==> src/rtl/dbg_regbank_pkg.sv <==
package dbg_regbank_pkg;

    localparam int DW     = 32;
    localparam int AW     = 7;
    localparam int SEL_W  = 10;

    localparam logic [AW-1:0] CTL_ADDR = 7'h10;
    localparam logic [AW-1:0] STS_ADDR = 7'h11;
    localparam logic [AW-1:0] CMD_ADDR = 7'h17;

    localparam logic [1:0] OP_READ  = 2'd1;
    localparam logic [1:0] OP_WRITE = 2'd2;

    // writable bits of the control word; 27, 5 and 4 are fixed zero
    localparam logic [DW-1:0] CTL_MASK = 32'hF7FF_FFCF;

    typedef struct packed {
        logic             halt_rq;       // 31
        logic             resume_rq;     // 30
        logic             hart_rst;      // 29
        logic             ack_rst;       // 28
        logic             rsv_a;         // 27
        logic             arr_sel;       // 26
        logic [SEL_W-1:0] sel_lo;        // 25:16
        logic [SEL_W-1:0] sel_hi;        // 15:6
        logic [1:0]       rsv_b;         // 5:4
        logic             set_rst_halt;  // 3
        logic             clr_rst_halt;  // 2
        logic             sys_rst;       // 1
        logic             active;        // 0
    } ctl_t;

endpackage

==> src/rtl/dbg_ctl_reg.sv <==
module dbg_ctl_reg
    import dbg_regbank_pkg::*;
(
    input  logic          clk,
    input  logic          rst_n,
    input  logic          wr_en_i,
    input  logic [DW-1:0] wr_data_i,
    input  logic          resuming_i,
    output ctl_t          ctl_o,
    output logic          ack_o
);

    typedef struct packed {
        ctl_t ctl;
        logic ack;
    } st_t;

    st_t st_d, st_q;

    always_comb begin
        st_d = st_q;
        if (resuming_i && st_q.ctl.resume_rq) begin
            st_d.ctl.resume_rq = 1'b0;
            st_d.ack           = 1'b1;
        end
        if (wr_en_i) begin
            if (wr_data_i[0]) begin
                st_d.ctl = ctl_t'(wr_data_i & CTL_MASK);
                if (wr_data_i[30]) st_d.ack = 1'b0;
            end else begin
                st_d.ctl = '0;
                st_d.ack = 1'b0;
            end
        end
    end

    always_ff @(posedge clk or negedge rst_n) begin
        if (!rst_n) st_q <= '0;
        else        st_q <= st_d;
    end

    assign ctl_o = st_q.ctl;
    assign ack_o = st_q.ack;


    inactive_zero_chk: assert property (@(posedge clk) disable iff (!rst_n)
        (wr_en_i && !wr_data_i[0]) |=> (ctl_o == '0 && !ack_o));


    resume_clear_chk: assert property (@(posedge clk) disable iff (!rst_n)
        (ctl_o.resume_rq && resuming_i && !wr_en_i) |=> (!ctl_o.resume_rq && ack_o));

endmodule

==> src/rtl/dbg_status_build.sv <==
module dbg_status_build
    import dbg_regbank_pkg::*;
#(
    parameter logic [3:0] VERSION = 4'd2
) (
    input  logic          halted_i,
    input  logic          ack_i,
    output logic [DW-1:0] status_o
);

    always_comb begin
        status_o        = '0;
        status_o[17]    = ack_i;
        status_o[16]    = ack_i;
        status_o[11]    = ~halted_i;
        status_o[10]    = ~halted_i;
        status_o[9]     = halted_i;
        status_o[8]     = halted_i;
        status_o[7]     = 1'b1;
        status_o[3:0]   = VERSION;
    end

endmodule

==> src/rtl/dbg_rsp_reg.sv <==
module dbg_rsp_reg
    import dbg_regbank_pkg::*;
(
    input  logic          clk,
    input  logic          rst_n,
    input  logic          req_valid_i,
    input  logic [AW-1:0] req_addr_i,
    input  logic [1:0]    req_op_i,
    input  logic [DW-1:0] req_data_i,
    input  logic [DW-1:0] ctl_word_i,
    input  logic [DW-1:0] status_word_i,
    input  logic          active_i,
    output logic          rsp_valid_o,
    output logic [DW-1:0] rsp_data_o,
    output logic          cmd_valid_o,
    output logic [DW-1:0] cmd_word_o
);

    typedef struct packed {
        logic          rsp_valid;
        logic [DW-1:0] rsp_data;
        logic          cmd_valid;
        logic [DW-1:0] cmd_word;
    } st_t;

    st_t st_d, st_q;
    logic is_rd, is_wr;

    always_comb begin
        is_rd = req_valid_i && (req_op_i == OP_READ);
        is_wr = req_valid_i && (req_op_i == OP_WRITE);
        st_d           = st_q;
        st_d.rsp_valid = is_rd || is_wr;
        st_d.rsp_data  = '0;
        st_d.cmd_valid = 1'b0;
        if (is_rd) begin
            if (req_addr_i == CTL_ADDR)      st_d.rsp_data = ctl_word_i;
            else if (req_addr_i == STS_ADDR) st_d.rsp_data = status_word_i;
        end
        if (is_wr && req_addr_i == CMD_ADDR && active_i) begin
            st_d.cmd_valid = 1'b1;
            st_d.cmd_word  = req_data_i;
        end
    end

    always_ff @(posedge clk or negedge rst_n) begin
        if (!rst_n) st_q <= '0;
        else        st_q <= st_d;
    end

    assign rsp_valid_o = st_q.rsp_valid;
    assign rsp_data_o  = st_q.rsp_data;
    assign cmd_valid_o = st_q.cmd_valid;
    assign cmd_word_o  = st_q.cmd_word;


    rsp_timing_chk: assert property (@(posedge clk) disable iff (!rst_n)
        (req_valid_i && (req_op_i == OP_READ || req_op_i == OP_WRITE)) |=> rsp_valid_o);


    cmd_inactive_chk: assert property (@(posedge clk) disable iff (!rst_n)
        (req_valid_i && req_op_i == OP_WRITE && req_addr_i == CMD_ADDR && !active_i)
        |=> !cmd_valid_o);

endmodule

==> src/rtl/dbg_regbank.sv <==
module dbg_regbank
    import dbg_regbank_pkg::*;
(
    input  logic          clk,
    input  logic          rst_n,
    input  logic          dmi_req_valid_i,
    input  logic [6:0]    dmi_req_addr_i,
    input  logic [1:0]    dmi_req_op_i,
    input  logic [31:0]   dmi_req_data_i,
    output logic          dmi_rsp_valid_o,
    output logic [31:0]   dmi_rsp_data_o,
    input  logic          hart_halted_i,
    input  logic          hart_resuming_i,
    output logic          halt_req_o,
    output logic          resume_req_o,
    output logic          cmd_valid_o,
    output logic [31:0]   cmd_word_o
);

    ctl_t          ctl;
    logic          ack;
    logic          ctl_wr;
    logic          sel_ok;
    logic [DW-1:0] status_word;

    assign ctl_wr = dmi_req_valid_i && dmi_req_op_i == OP_WRITE && dmi_req_addr_i == CTL_ADDR;

    dbg_ctl_reg u_ctl (
        .clk        (clk),
        .rst_n      (rst_n),
        .wr_en_i    (ctl_wr),
        .wr_data_i  (dmi_req_data_i),
        .resuming_i (hart_resuming_i),
        .ctl_o      (ctl),
        .ack_o      (ack)
    );

    dbg_status_build u_sts (
        .halted_i (hart_halted_i),
        .ack_i    (ack),
        .status_o (status_word)
    );

    dbg_rsp_reg u_rsp (
        .clk           (clk),
        .rst_n         (rst_n),
        .req_valid_i   (dmi_req_valid_i),
        .req_addr_i    (dmi_req_addr_i),
        .req_op_i      (dmi_req_op_i),
        .req_data_i    (dmi_req_data_i),
        .ctl_word_i    (DW'(ctl)),
        .status_word_i (status_word),
        .active_i      (ctl.active),
        .rsp_valid_o   (dmi_rsp_valid_o),
        .rsp_data_o    (dmi_rsp_data_o),
        .cmd_valid_o   (cmd_valid_o),
        .cmd_word_o    (cmd_word_o)
    );

    // single hart: only index 0 is served
    assign sel_ok       = (ctl.sel_hi == '0) && (ctl.sel_lo == '0);
    assign halt_req_o   = ctl.halt_rq   && sel_ok;
    assign resume_req_o = ctl.resume_rq && sel_ok;


    halt_follow_chk: assert property (@(posedge clk) disable iff (!rst_n)
        (ctl_wr && dmi_req_data_i[0] && dmi_req_data_i[31] && dmi_req_data_i[25:6] == '0)
        |=> halt_req_o);


    resume_follow_chk: assert property (@(posedge clk) disable iff (!rst_n)
        (ctl_wr && dmi_req_data_i[0] && dmi_req_data_i[30] && dmi_req_data_i[25:6] == '0)
        |=> resume_req_o);

endmodule

==> config.mk <==
export PLATFORM = sky130hd
export DESIGN_NAME = dbg_regbank
export DESIGN_NICKNAME = d
export VERILOG_FILES = /design/src/rtl/dbg_regbank_pkg.sv /design/src/rtl/dbg_ctl_reg.sv /design/src/rtl/dbg_status_build.sv /design/src/rtl/dbg_rsp_reg.sv /design/src/rtl/dbg_regbank.sv
export SDC_FILE = /design/constraint.sdc
export NUM_CORES = 1
export LEC_CHECK = 0
export ABC_AREA = 1
export CAP_MARGIN = 10
export CELL_PAD_IN_SITES_DETAIL_PLACEMENT = 0
export CELL_PAD_IN_SITES_GLOBAL_PLACEMENT = 2
export CORE_UTILIZATION = 30
export DETAILED_ROUTE_END_ITERATION = 6
export DONT_BUFFER_PORTS = 1
export GPL_TIMING_DRIVEN = 0
export HOLD_SLACK_MARGIN = 0.1
export PLACE_DENSITY_LB_ADDON = 0.1
export SLEW_MARGIN = 20
export SYNTH_ARGS = -nofsm -noshare
export SYNTH_HDL_FRONTEND = slang
export SYNTH_SLANG_ARGS = --single-unit
export TNS_END_PERCENT = 5
==> constraint.sdc <==
create_clock -name clk -period 1.5 [get_ports clk]
set_clock_uncertainty 0.1 [all_clocks]
set_input_delay 0.225 -clock clk [delete_from_list [all_inputs] [get_ports clk]]
set_output_delay 0.225 -clock clk [all_outputs]
set_load 0.005 [all_outputs]
* After elaboration in Yosys (flattened, before gate mapping) *
Index checks and enable logic that the tools add are counted.

storage, ports and cells
  flip-flop bits (word level) = 99
  latch bits = 0
  RAM bits = 0
  memory bits (read-only) = 0
  input bits = 46
  output and inout port bits = 68
  logic and storage cells = 46
  memories kept = 0

cells by class
  add/sub/neg operators = 0
  $mul = 0
  divide/modulo/power cells = 0
  magnitude comparators = 0
  eq/ne operators = 5
  shift-type cells = 0
  muxes and demuxes = 9
  bitwise operators = 1
  reduce and logical (&&, ||, !) cells = 13

operator list
  cell                  number
  $mux W32              3
  $mux W33              2
  $eq A7 B5 Y1 const B  3
  $logic_not A10 Y1     2
  $mux W18              1
  $logic_and A1 B1 Y1   9
  $mux W1               3
  $eq A2 B1 Y1 const B  1
  $eq A2 B2 Y1 const B  1
  $reduce_bool A2 Y1    1
  $logic_or A1 B1 Y1    1
  $not A1 Y1            1

* Depth between registers and ports, before layout *
  depth after elaboration = 5
  gate-level depth with buffers = 8
  mapped depth without buffers = 6

* Cells and area by module *
A second synthesis with hierarchy kept.

second synthesis, totals
  cell total of the unflattened synthesis = 518
  area total of the unflattened synthesis = 4471.8 um^2

by module, submodules not included
  module            times used  cells each  area an instance (um^2)  seq. area each (um^2)
  dbg_rsp_reg       1           316         2867.8                   1651.6
  dbg_ctl_reg       1           139         1241.2                   750.7
  dbg_status_build  1           34          244.0                    0.0
  dbg_regbank       1           29          118.9                    0.0

* Worst setup path after synthesis *
No wires, ideal clock.

  path kind = in2reg
  start point = input dmi_req_addr_i[6]
  end point = register u_ctl.st_q (netlist bit u_ctl.ctl_o[13])
  library setup time = 0.117 ns
  arrival = 1.047 ns
  path slack = 0.236 ns
  stages = 8
  cell sequence = nor2_1 > nand2_1 > nor2_4 > nand2_1 > buf_4 > buf_6 > nand2_1 > nand2_1

between the ends
  word-level cells in the longest chain between the ends = 2

ends and longest elaborated chain
  element               RTL line           source
  from (decl)           dbg_regbank.sv:7   input logic [6:0] dmi_req_addr_i,
  $eq A7 B5 Y1          dbg_regbank.sv:26  assign ctl_wr = dmi_req_valid_i && dmi_req_op_i == OP_WRITE && dmi_req_addr_i == CTL_ADDR;
  $logic_and A1 B1 Y1   dbg_regbank.sv:26
  to (signal assigned)  dbg_ctl_reg.sv:39  else st_q <= st_d;
  to (decl)             dbg_ctl_reg.sv:18  st_t st_d, st_q;

No other way between the ends.
A chain may end at the register's enable or synchronous reset.

* Worst setup path in the final report *
  start point = register u_ctl.st_q (netlist bit u_ctl.ctl_o[8])
  end point = output resume_req_o

between the ends
  word-level cells in the longest chain between the ends = 3

ends and longest elaborated chain
  element              RTL line           source
  $logic_not A10 Y1    dbg_regbank.sv:61  assign sel_ok = (ctl.sel_hi == '0) && (ctl.sel_lo == '0);
  $logic_and A1 B1 Y1  dbg_regbank.sv:61
  $logic_and A1 B1 Y1  dbg_regbank.sv:63  assign resume_req_o = ctl.resume_rq && sel_ok;
  to (decl)            dbg_regbank.sv:15  output logic resume_req_o,

No other way between the ends.

==> impl_metrics.yaml <==
floorplan:
  fp.dieW_um: 116
  die_h_um: 116
  design.core.area_sq_mm: 0.0127
  die_area_sq_mm: 0.0136
  start_util_pct: 31.0
  rows: 41
  io_pins: 114
yosys:
  synth_top_area_cell: "dfrtp_1"
  ys_warn_count: 0
  synth-seq-cells: 93
  synth_cells: 455
  yosysTopAreaCellShare_pct: 59.2
  netlist-cell-type-count: 18
  seq_area_frac_synth_pct: 59.2
  syn_area_per_cell_sq_um: 8.63
  synth_area_leaders: "dfrtp_1 59%, nand2_1 16%, nand3b_1 5.4%"
  syn_area_sq_mm: 0.00393
grt:
  grt_pass1_wl_um: 16700
  grt_max_degree: 94
  grt_overflow: 0
  grt_pass1_vias: 3022
  antenna_found_initial: 0
  grtUsageTotal_pct: 16.8
layout:
  drive_gt1_share_pct: 11.9
  finalNetCount: 562
  syn_to_final_growth_pct: 28.6
  fin_area_sq_mm: 0.00505
  antennaDiodeCount: 0
  final_common_cell: "nand2_1"
  final_cell_mix: "168 x nand2_1, 93 x dfrtp_1, 44 x nor2_1"
timing:
  timing.fmax_ghz: 0.600
  whs_ns: -0.527
  timing.final.crit_period_ns: 1.67
  setup_viol: 16
  fin_ws_ns: -0.166
  final-hold-violation-count: 95
  timing.final.crit_share_pct: 111
  relSlewSlack_pct: 65.0
  rsz0062_at_grt: "true"
  worst_pin_slew_ns: 0.524
  slew_violations: 0
placed_design:
  place_area_sq_mm: 0.00415
  hpwl_um: 7610
  place_ws_ns: -0.244
  place.port_buffers: 0
  place.gp.congestion: 0.697
clock_tree:
  cts_htree_levels: 3
  root_buffer: "clkbuf_16"
  cts_hold_buf: 41
  cts.clk_slew.worst_paths_ns: 0.06
  numCtsBuffers: 9
  clkLatencyLatePin_ns: 0.34
  clk_path_buf_depth: 2
  cts_tree: "built"
  cts_sinks: 93
power_and_ir_drop:
  p_comb_share_pct: 4.7
  internal-power_mw: 4.33
  ir_drop_uv: 547
  p_clk_share_pct: 48.5
  p_leak_nw: 2.67
  p_sw_mw: 1.09
  finalPower_mw: 5.42
  swShare_pct: 20.2
  power_per_cell_area_mw_per_mm2: 1070
  seqPwrFrac_pct: 46.8
route:
  viasPerCell: 4.31
  routedWlPerCell_um: 15.2
  dr.pass1.iters: 7
  vias: 2989
  detail-route-antenna-nets: 0
  drc_errors: 0
  drt-total-wl_um: 10500
  drt-initial-drc-count: 121
status:
  violations: "negative hold slack, negative setup slack"
  status: "finished with violations"
worst_setup_path:
  r2r_slack_ns: -0.02
  regToRegEndpoint: "u_rsp.cmd_word_o[19]$_DFFE_PN0P_"
  worstSetupEndpointType: "output pin"
  crit_arrival_ns: 1.34
  crit_path_start_kind: "flip-flop"
  criticalPathCategory: "reg -> out"
  r2r-start: "u_ctl.ctl_o[0]$_DFFE_PN0P_"
  crit_required_ns: 1.17
  ff2ff_path_depth: 6
  worst-path-max-fanout: 2
hold_path:
  hold_path_class: "in -> async"
run:
  cap_violations: 0
layer usage:
metal | GRT usage, % | vias to the layer above | wire length (um)
met1 | 24.4 | 1369 | 5280
li1 | - | 1519 | -
met4 | 7.44 | 0 | 168
met2 | 23.5 | 90 | 4440
met3 | 4.00 | 11 | 622
met5 | 0 | - | 0
sequential cells by signal, summed over array words and instances (netlist names):
signal	cells
u_rsp.cmd_word_o	32
u_rsp.rsp_data_o	29
u_rsp.rsp_valid_o	1
u_ctl.ack_o	1
u_rsp.cmd_valid_o	1
u_ctl.ctl_o	29
worst max-delay path, cell delays in order (launching register included):
cell     delay [ns]
dfrtp_1        0.38
or2_4          0.26
nor2_4         0.14
nand3_4        0.11
nor2_4         0.12
stage by stage:
step	utilization (%)	setup TNS (ns)	std cells
detailed placement	32.8	-6.70	629
global route	39.9	-3.69	693
finish	39.9	-0.408	693
CTS	39.4	-1.30	689
global placement	32.8	-5.81	629
floorplan	-	0	457
worst max-delay path by stage:
stage          cells after the start                         from                          endpoint  slack (ns)
6_report                           4   u_ctl.ctl_o[8]$_DFFE_PN0P_                      resume_req_o       -0.17
5_1_grt                            5  u_ctl.ctl_o[24]$_DFFE_PN0P_                      resume_req_o       -0.24
4_1_cts                            4   u_ctl.ctl_o[9]$_DFFE_PN0P_                        halt_req_o       -0.22
3_5_place_dp                       6   u_ctl.ctl_o[0]$_DFFE_PN0P_  u_rsp.cmd_word_o[19]$_DFFE_PN0P_       -0.24
3_3_place_gp                       6   u_ctl.ctl_o[0]$_DFFE_PN0P_   u_rsp.cmd_word_o[9]$_DFFE_PN0P_       -0.21
2_1_floorplan                      8            dmi_req_addr_i[6]       u_ctl.ctl_o[13]$_DFFE_PN0P_        0.24
synthesized netlist by cell type:
library cell,n
nor2_2,1
nor3_2,1
nand3b_1,28
buf_6,1
buf_4,4
nor2_4,2
nand3_1,39
nand3b_4,1
nor2_1,53
buf_2,14
inv_1,34
clkbuf_1,7
nand2_2,2
a21oi_1,1
dfrtp_1,93
or2_2,1
nand2_1,172
conb_1,1
cell families after synthesis:
group	after synthesis	share of synthesized area, %
AND/OR/NAND/NOR	300	33.8
flip-flops	93	59.2
buffers and inverters	60	6.75
AO/OA/AOI/OAI	1	0.127
other	1	0.0954
layout make-up:
cell class | count | area (sq um)
multi-input cells | 304 | 1420
flip-flops and latches | 93 | 2330
repair buffers | 48 | 465
inverters | 34 | 128
clock buffers | 12 | 246
clock inverters | 4 | 95.1
fillers | 1324 | 7620
well taps | 172 | 215
plain buffers | 26 | 156
power by group through the flow:
stage	registers (mW)	logic, mW	clock network [mW]
2_1_floorplan	2.58	0.103	0
3_3_place_gp	2.58	0.129	0
3_5_place_dp	2.58	0.131	0
4_1_cts	2.53	0.253	2.72
5_1_grt	2.53	0.284	2.80
6_report	2.53	0.256	2.63
what timing repair did:
action / in CTS / in global routing
endpoints found under the setup margin: 35 / 35
pin swaps: 6 / 7
resized for setup: 20 / 8
setup buffers: 3 / 4
endpoints found under the hold margin: 160 / 95
Note: power is estimated with default switching activity, not from simulation.
